File: src/rtl/fold_bank_pkg.sv
package fold_bank_pkg;

  // Region codes taken from the top three address bits
  localparam logic [2:0] REGION_IGNORE_LO = 3'b000;
  localparam logic [2:0] REGION_BANK_SEL  = 3'b001;
  localparam logic [2:0] REGION_RAM       = 3'b101;

  // Strobes passed from the decoder to the datapath
  typedef struct packed {
    logic bankLoad;  // write lands in the selector range
    logic romHit;    // address inside the 32 KB ROM region
    logic upperWin;  // ROM access through the switchable window
    logic ramHit;    // address inside the RAM range
    logic ramWrite;  // write lands in the RAM range
  } fold_strobe_t;

endpackage

File: src/rtl/fold_bank_decode.sv
module fold_bank_decode
  import fold_bank_pkg::*;
#(
  parameter int ADDR_W = 16
) (
  input  logic [ADDR_W-1:0] busAddr,
  input  logic              busWrEn,
  output fold_strobe_t      strobes
);

  localparam int TOP = ADDR_W - 1;

  logic [2:0] region;
  logic       inRom;

  assign region = busAddr[TOP -: 3];
  assign inRom  = ~busAddr[TOP];

  always_comb begin
    strobes          = '0;
    strobes.romHit   = inRom;
    strobes.upperWin = inRom & busAddr[TOP-1];
    strobes.bankLoad = busWrEn & (region == REGION_BANK_SEL);
    strobes.ramHit   = (region == REGION_RAM);
    strobes.ramWrite = busWrEn & (region == REGION_RAM);
  end

endmodule

File: src/rtl/fold_bank_reg.sv
module fold_bank_reg
  import fold_bank_pkg::*;
#(
  parameter int DATA_W     = 8,
  parameter int BANK_W     = 5,
  parameter int FOLD_LIMIT = 15,
  parameter int FOLD_STEP  = 8
) (
  input  logic              clk,
  input  logic              rstN,
  input  fold_strobe_t      strobes,
  input  logic [DATA_W-1:0] busWrData,
  output logic [BANK_W-1:0] curBank
);

  localparam logic [BANK_W-1:0] LIMIT     = BANK_W'(FOLD_LIMIT);
  localparam logic [BANK_W-1:0] STEP      = BANK_W'(FOLD_STEP);
  localparam logic [BANK_W-1:0] RESET_VAL = BANK_W'(1);

  logic [BANK_W-1:0] rawSel;
  logic [BANK_W-1:0] nonZeroSel;
  logic [BANK_W-1:0] foldedSel;
  logic [BANK_W-1:0] bankQ;

  assign rawSel     = busWrData[BANK_W-1:0];
  assign nonZeroSel = (rawSel == '0) ? RESET_VAL : rawSel;
  assign foldedSel  = (nonZeroSel > LIMIT) ? (nonZeroSel - STEP) : nonZeroSel;

  always_ff @(posedge clk or negedge rstN) begin
    if (!rstN)
      bankQ <= RESET_VAL;
    else if (strobes.bankLoad)
      bankQ <= foldedSel;
  end

  assign curBank = bankQ;

endmodule

File: src/rtl/fold_bank_dp.sv
module fold_bank_dp
  import fold_bank_pkg::*;
#(
  parameter int DATA_W     = 8,
  parameter int BANK_W     = 5,
  parameter int WIN_W      = 14,
  parameter int RAM_AW     = 13,
  parameter bit RAM_FITTED = 1'b1
) (
  input  fold_strobe_t             strobes,
  input  logic [WIN_W-1:0]         winOffset,
  input  logic [BANK_W-1:0]        curBank,
  input  logic [DATA_W-1:0]        romRdData,
  input  logic [DATA_W-1:0]        ramRdData,
  output logic [BANK_W+WIN_W-1:0]  romAddr,
  output logic [RAM_AW-1:0]        ramAddr,
  output logic                     ramSel,
  output logic                     ramWrEn,
  output logic [DATA_W-1:0]        busRdData
);

  localparam logic [DATA_W-1:0] OPEN_BUS = '1;

  logic [BANK_W-1:0] winBank;

  // Lower window is hard-wired to bank zero
  assign winBank = strobes.upperWin ? curBank : '0;
  assign romAddr = {winBank, winOffset};
  assign ramAddr = winOffset[RAM_AW-1:0];

  generate
    if (RAM_FITTED) begin : g_ram
      assign ramSel  = strobes.ramHit;
      assign ramWrEn = strobes.ramWrite;
      always_comb begin
        if (strobes.romHit)      busRdData = romRdData;
        else if (strobes.ramHit) busRdData = ramRdData;
        else                     busRdData = OPEN_BUS;
      end
    end else begin : g_noram
      assign ramSel  = 1'b0;
      assign ramWrEn = 1'b0;
      always_comb begin
        if (strobes.romHit) busRdData = romRdData;
        else                busRdData = OPEN_BUS;
      end
    end
  endgenerate

endmodule

File: src/rtl/fold_bank_ctrl.sv
module fold_bank_ctrl
  import fold_bank_pkg::*;
#(
  parameter int ADDR_W     = 16,
  parameter int DATA_W     = 8,
  parameter int BANK_W     = 5,
  parameter int WIN_W      = 14,
  parameter int RAM_AW     = 13,
  parameter int FOLD_LIMIT = 15,
  parameter int FOLD_STEP  = 8,
  parameter bit RAM_FITTED = 1'b1
) (
  input  logic                    clk,
  input  logic                    rstN,
  input  logic [ADDR_W-1:0]       busAddr,
  input  logic [DATA_W-1:0]       busWrData,
  input  logic                    busWrEn,
  input  logic [DATA_W-1:0]       romRdData,
  input  logic [DATA_W-1:0]       ramRdData,
  output logic [BANK_W+WIN_W-1:0] romAddr,
  output logic [RAM_AW-1:0]       ramAddr,
  output logic                    ramSel,
  output logic                    ramWrEn,
  output logic [DATA_W-1:0]       busRdData
);

  fold_strobe_t      strobes;
  logic [BANK_W-1:0] curBank;

  fold_bank_decode #(.ADDR_W(ADDR_W)) i_decode (
    .busAddr (busAddr),
    .busWrEn (busWrEn),
    .strobes (strobes)
  );

  fold_bank_reg #(
    .DATA_W(DATA_W), .BANK_W(BANK_W),
    .FOLD_LIMIT(FOLD_LIMIT), .FOLD_STEP(FOLD_STEP)
  ) i_bank (
    .clk       (clk),
    .rstN      (rstN),
    .strobes   (strobes),
    .busWrData (busWrData),
    .curBank   (curBank)
  );

  fold_bank_dp #(
    .DATA_W(DATA_W), .BANK_W(BANK_W), .WIN_W(WIN_W),
    .RAM_AW(RAM_AW), .RAM_FITTED(RAM_FITTED)
  ) i_dp (
    .strobes   (strobes),
    .winOffset (busAddr[WIN_W-1:0]),
    .curBank   (curBank),
    .romRdData (romRdData),
    .ramRdData (ramRdData),
    .romAddr   (romAddr),
    .ramAddr   (ramAddr),
    .ramSel    (ramSel),
    .ramWrEn   (ramWrEn),
    .busRdData (busRdData)
  );

endmodule

File: config.mk
export PLATFORM = sky130hd
export DESIGN_NAME = fold_bank_ctrl
export DESIGN_NICKNAME = d
export VERILOG_FILES = /design/src/rtl/fold_bank_pkg.sv /design/src/rtl/fold_bank_decode.sv /design/src/rtl/fold_bank_reg.sv /design/src/rtl/fold_bank_dp.sv /design/src/rtl/fold_bank_ctrl.sv
export SDC_FILE = /design/constraint.sdc
export NUM_CORES = 1
export LEC_CHECK = 0
export ABC_AREA = 1
export BUFFER_PORTS_ARGS = -buffer_cell sky130_fd_sc_hd__buf_2
export CAP_MARGIN = 10
export CELL_PAD_IN_SITES_DETAIL_PLACEMENT = 0
export CELL_PAD_IN_SITES_GLOBAL_PLACEMENT = 1
export CORE_UTILIZATION = 19
export DETAILED_ROUTE_END_ITERATION = 16
export PLACE_DENSITY = 0.81
export SLEW_MARGIN = 20
export SYNTH_ARGS = -nofsm -noshare
export SYNTH_HDL_FRONTEND = slang
export SYNTH_SLANG_ARGS = --single-unit
File: constraint.sdc
create_clock -name clk -period 1.5 [get_ports clk]
set_clock_uncertainty 0.1 [all_clocks]
set_input_delay 0.225 -clock clk [delete_from_list [all_inputs] [get_ports clk]]
set_output_delay 0.225 -clock clk [all_outputs]
set_load 0.02 [all_outputs]
==> results of run 1 <==
## critical path: cells and delay by family (launching register included)
family / cells / cell delay, ns
flip-flops: 1 / 0.51
buffers and inverters: 2 / 0.21
AND/OR/NAND/NOR: 1 / 0.08
## cells by family (layout without fill, tap and decap cells)
| kind of cell | after synthesis | in the layout | synth area share (%) |
|---|---|---|---|
| buffers and inverters | 43 | 62 | 43.5 |
| AND/OR/NAND/NOR | 28 | 28 | 20.6 |
| AO/OA/AOI/OAI | 12 | 12 | 14.1 |
| flip-flops | 5 | 5 | 19.8 |
| adder cells (fa/ha/maj) | 1 | 1 | 1.96 |
## layer usage
| metal | wire (um) | up-vias | global-route usage (%) |
|---|---|---|---|
| met5 | 0 | - | 0 |
| met4 | 29 | 0 | 7.31 |
| met3 | 123 | 5 | 3.25 |
| met2 | 615 | 24 | 12.4 |
| met1 | 608 | 238 | 10.8 |
| li1 | - | 287 | - |
## report_power, final
group / leakage, nW / total (mW) / internal (mW) / switching [mW]
registers: 0.0600 / 0.175 / 0.167 / 0.00838
logic: 0.334 / 0.193 / 0.0821 / 0.111
clock network: 0.0150 / 0.159 / 0.101 / 0.0583
total: 0.409 / 0.528 / 0.350 / 0.178
## Yosys cell counts
cell	n	area (um2)
buf_4	27	203
buf_6	1	11.3
clkbuf_1	1	3.75
clkinv_4	1	8.76
dfrtp_1	4	100
dfstp_2	1	26.3
ha_1	1	12.5
inv_1	12	45.0
inv_4	1	6.26
nand2_1	9	33.8
nand2_2	4	25.0
nand3_1	4	20.0
nand3_2	1	10.0
nor2_1	8	30.0
nor2_2	2	12.5
o21ai_0	1	5.00
o21ai_1	3	15.0
o22a_1	8	70.1
## area by class of cell
| cell class | count | area share, % |
|---|---|---|
| multi-input cells | 41 | 32.1 |
| repair buffers | 44 | 31.2 |
| flip-flops and latches | 5 | 17.3 |
| inverters | 14 | 8.23 |
| well taps | 44 | 7.55 |
| clock buffers | 4 | 3.60 |
## through the flow
stage / hold WS (ns) / instance area, um2
floorplan: -0.171 / 638
CTS: 0.131 / 729
detailed placement: -0.0556 / 693
global placement: -0.0586 / 693
global route: 0.156 / 729
finish: 0.133 / 729
## worst paths after layout
check	end	slack, ns	cells past startpoint
setup / recovery	romAddr[14]	0.13	3
hold / removal	i_bank.curBank[2]	0.13	3
setup reg to reg	i_bank.curBank[0]	0.63	2
hold reg to reg	i_bank.curBank[3]	0.39	2
max in group asynchronous	i_bank.curBank[0]	0.85	2
min in group asynchronous	i_bank.curBank[2]	0.24	2
==> summary.md, run 1 <==
| Metric | Value |
|---|---|
| Status | `finished, final reports clean` |
| Unrepaired setup endpoints after global routing | `false` |
| GRT overflow | `0` |
| Drt drc | `0` |
| Seq/Total Area, Yosys | `roughly 20%` |
| Syn Inst Count | `89` |
| Setup repair bufs after CTS | `0` |
| Buffer depth of the longest clock path | `2` |
| CTS tree | `done` |
| Mapped Area | `638 um2` |
| Total Power | `0.528 mW` |
| Pins Over Slew Limit | `0` |
| Final Hold Fails | `0` |
| Crit path cell chain | `inv_1, nor2_1, buf_2` |
| Yosys reg bits | `5` |
| Starting Density | `between 20% and 30%` |
| Final Setup Violations | `0` |
| Synthesis Warnings | `0` |
| Routed Antenna Nets | `0` |
| Place WS | `0.192 ns` |
| First-pass GRT wire length | `between 2000 and 2500 um` |
| Pin count of the biggest net entering global routing | `11` |
| Sink Count | `5` |
| Worst Setup End Kind | `output port` |
| Rows | `20` |
| DRT iter0 DRCs | `19` |
| Leak | `around 0.4 nW` |
| Number of vias per cell | `3.64` |
| Placed instance count | `147` |
| Die width | `60.0 um` |
| Critical Path Slowest Stage Cell | `dfstp_2` |
| Slew @ Worst Pin | `about 0.18 ns` |
| Worst hold path type | `in2reg` |
| Clock root cell | `clkbuf_4` |
| Hold wc startpoint | `busWrData[2]` |
| Delay of the slowest critical-path stage | `between 0.5 and 0.6 ns` |
| Final WL | `1380 um` |
| I/O Buffers | `42` |
| ANT cells | `0` |
| Critical Path Start Type | `flop` |
| Critical Path RT | `~1.2 ns` |
| Final cell utilization of the core | `between 20% and 30%` |
| Ratio of cells with drive above 1 in the final layout | `between 50% and 60%` |
| NumNets Final | `~150` |
| Area Overhead vs Synth | `14.3%` |
| Hold Buf Count CTS | `1` |
| Worst vdd ir | `between 0.1 and 0.15 mV` |
| Power per cell area | `roughly 720 nW/um2` |
| Post-CTS sizing | `0` |
| Die Height | `60.0 um` |
| Overall Global Routing Usage | `under 10%` |
| Cell variety after synth | `18` |
| Full die area | `3590 um2` |
| Critical Path Fanout Max | `2` |
| Setup ws final | `around 0.13 ns` |
| Max-cap violation count | `0` |
| Commonest non-fill, non-tap cell in the layout | `buf_2` |
| Post-DP HPWL | `1160 um` |
| Placer's final routability congestion estimate | `about 0.68` |
| Setup crit start | `i_bank.curBank[0]` |
| Period utilization | `about nine tenths` |
| H-tree Lvls | `1` |
| Synth Area per Inst | `7.17 um2` |
| Top Ports | `85` |
| Initial antenna violation count | `0` |
| Max Clk Rate | `about 730 MHz` |
| Cts bufs inserted | `3` |
| Via count | `554` |
| TNS Setup | `0 ns` |
| Most frequent cells in the layout | `42 x buf_2, 12 x inv_1, 9 x nand2_1` |
| Reg area | `about 130 um2` |
| Multi-input gate area | `around 230 um2` |
| Worst skew pair latency | `0.25 ns` |
| Clock transition at the registers of the reported paths | `roughly 0.040 ns` |
| Core area | `3130 um2` |
| Slew Limit Headroom | `between 80% and 90%` |
| Fillcell total | `between 300 and 400` |
| Synthesized net count | `about 130` |
| Crit path DAT | `~1.1 ns` |
| Number of global-route vias before repair | `about 540` |
| Tmin final | `1.37 ns` |
| FF-to-FF Start | `i_bank.curBank[0]` |
| Final Non-Filler Cells | `around 150` |
| First-pass DRT Iterations | `4` |
| Avg WL per Cell | `9.06 um` |
| CP Class | `reg2out` |
| Largest register FFs | `5` |
No activity file was read; power rests on OpenSTA's default activity.
==> run 2, diff against run 1 <==
--- a/config.mk
+++ b/config.mk
@@ -12,7 +12,7 @@
 export CELL_PAD_IN_SITES_GLOBAL_PLACEMENT = 1
 export CORE_UTILIZATION = 19
 export DETAILED_ROUTE_END_ITERATION = 16
-export PLACE_DENSITY = 0.81
+export PLACE_DENSITY_LB_ADDON = 0.1
 export SLEW_MARGIN = 20
 export SYNTH_ARGS = -nofsm -noshare
 export SYNTH_HDL_FRONTEND = slang
==> run 2 against run 1 <==
Effect of this change: clock power down 5%; power fell by 1.9%; clock-buffer cell count unchanged; first-iteration DRC count decreased by 16%; sequential cell count unchanged; highest routed layer unchanged; global-route usage grew 0.12 points.
==> summary.md, run 2 (same netlist as run 1, synthesis figures left out) <==
| Metric | Value |
|---|---|
| First-pass DRT Iterations | `4` |
| Slew @ Worst Pin | `0.217 ns` |
| Cell Int Power | `approximately 0.35 mW` |
| Final Hold Fails | `0` |
| Final Setup Violations | `0` |
| Avg WL per Cell | `~9.7 um` |
| Pin count of the biggest net entering global routing | `11` |
| Part of the power in the clock network | `29.1%` |
| Full die area | `~3600 um2` |
| Worst skew pair latency | `0.24 ns` |
| Buffer depth of the longest clock path | `2` |
| Status | `finished, final reports clean` |
| Critical Path Fanout Max | `2` |
| Core area | `~3100 um2` |
| Leak | `just over 0.4 nW` |
| Worst hold path type | `in2reg` |
| Post-CTS sizing | `0` |
| Final Non-Filler Cells | `between 150 and 200` |
| Placer's final routability congestion estimate | `between 0.6 and 0.7` |
| ANT cells | `0` |
| I/O Buffers | `between 40 and 50` |
| Slew Limit Headroom | `a little under nine tenths` |
| Worst Setup End Kind | `output port` |
| Period utilization | `90.6%` |
| Sink Count | `5` |
| Total Power | `0.518 mW` |
| Hold Slack | `roughly 0.15 ns` |
| Share of power burned in registers | `roughly a third` |
| Post-DP HPWL | `about 1300 um` |
| Final WL | `around 1500 um` |
| CTS tree | `done` |
| Routed Antenna Nets | `0` |
| Tmin final | `~1.4 ns` |
| GRT overflow | `0` |
| Clock transition at the registers of the reported paths | `approximately 0.04 ns` |
| Max Clk Rate | `736 MHz` |
| Area Overhead vs Synth | `13.1%` |
| Power per cell area | `~720 nW/um2` |
| First-pass GRT wire length | `roughly 2400 um` |
| Ratio of cells with drive above 1 in the final layout | `between 50 and 60%` |
| Via count | `roughly 550` |
| P_sw | `about 0.17 mW` |
| NumNets Final | `152` |
| Die width | `60.0 um` |
| DRT iter0 DRCs | `16` |
| Crit path DAT | `roughly 1.0 ns` |
| H-tree Lvls | `1` |
| Largest register FFs | `5` |
| FF-to-FF setup slack | `0.62 ns` |
| Top Ports | `between 80 and 90` |
| Max-cap violation count | `0` |
| Rows | `20` |
| Unrepaired setup endpoints after global routing | `false` |
| Most frequent cells in the layout | `42 x buf_2, 12 x inv_1, 9 x nand2_1` |
| Drt drc | `0` |
| Die Height | `between 50 and 60 um` |
| Initial antenna violation count | `0` |
| Setup repair bufs after CTS | `0` |
| TNS Setup | `0 ns` |
| Placed instance count | `146` |
| Critical Path RT | `approximately 1.2 ns` |
| Number of vias per cell | `around 3.7` |
| Cts bufs inserted | `3` |
| Starting Density | `approximately a fifth` |
| Pins Over Slew Limit | `0` |
| Overall Global Routing Usage | `9.03%` |
| Comb pwr share | `37.2%` |
| CP Class | `reg2out` |
| Clock root cell | `clkbuf_4` |
| Number of global-route vias before repair | `540` |
| Critical Path Start Type | `flop` |
| Sw Share | `between 30% and 40%` |
| Commonest non-fill, non-tap cell in the layout | `buf_2` |
| Worst vdd ir | `about 0.17 mV` |
-- run 2: critical path, stage by stage, from the launching register on --
cell and delay, ns:
dfstp_2 0.50, inv_1 0.04, nor2_1 0.08, buf_2 0.17
-- run 2: metrics by stage --
stage                     utilization (%)  setup WS (ns)  area, um2
after floorplan                         -          0.351        638
after detailed placement             21.9          0.173        686
final                                23.1          0.141        722
after CTS                            23.1          0.127        722
after global routing                 23.1         0.0750        722
after global placement               21.9          0.175        686
-- run 2: cell type report --
| cell class | count | area, um2 |
|---|---|---|
| Fill cell | 361 | 2410 |
| Clock buffer | 4 | 26.3 |
| Timing Repair Buffer | 43 | 220 |
| Multi-Input combinational cell | 41 | 234 |
| Tap cell | 44 | 55.1 |
| Inverter | 14 | 60.1 |
| Sequential cell | 5 | 126 |
-- run 2: what timing repair did --
item                       4_1_cts  5_1_grt
hold endpoints to repair         5        0
hold buffers                     1        0
setup endpoints to repair        0        0
-- run 2: final timing paths --
check,end,startpoint,cells after the start
max reg2reg,i_bank.curBank[0],i_bank.curBank[0],2
min reg2reg,i_bank.curBank[3],i_bank.curBank[3],2
max in group asynchronous,i_bank.curBank[0],rstN,2
min in group asynchronous,i_bank.curBank[1],rstN,2
min,i_bank.curBank[2],busWrData[2],3
max,romAddr[14],i_bank.curBank[0],3
-- run 2: power by group through the flow --
stage	Sequential [mW]	Clock [mW]	Combinational (mW)
global placement	0.177	0	0.191
detailed placement	0.176	0	0.194
global route	0.177	0.173	0.217
floorplan	0.175	0	0.221
CTS	0.174	0.161	0.197
finish	0.174	0.151	0.193
-- run 2: metal layers --
layer	track usage (%)	vias up	wire length (um)
li1	-	287	-
met1	10.6	236	634
met2	13.5	24	682
met3	4.33	7	117
met4	4.65	0	31
met5	0	-	0
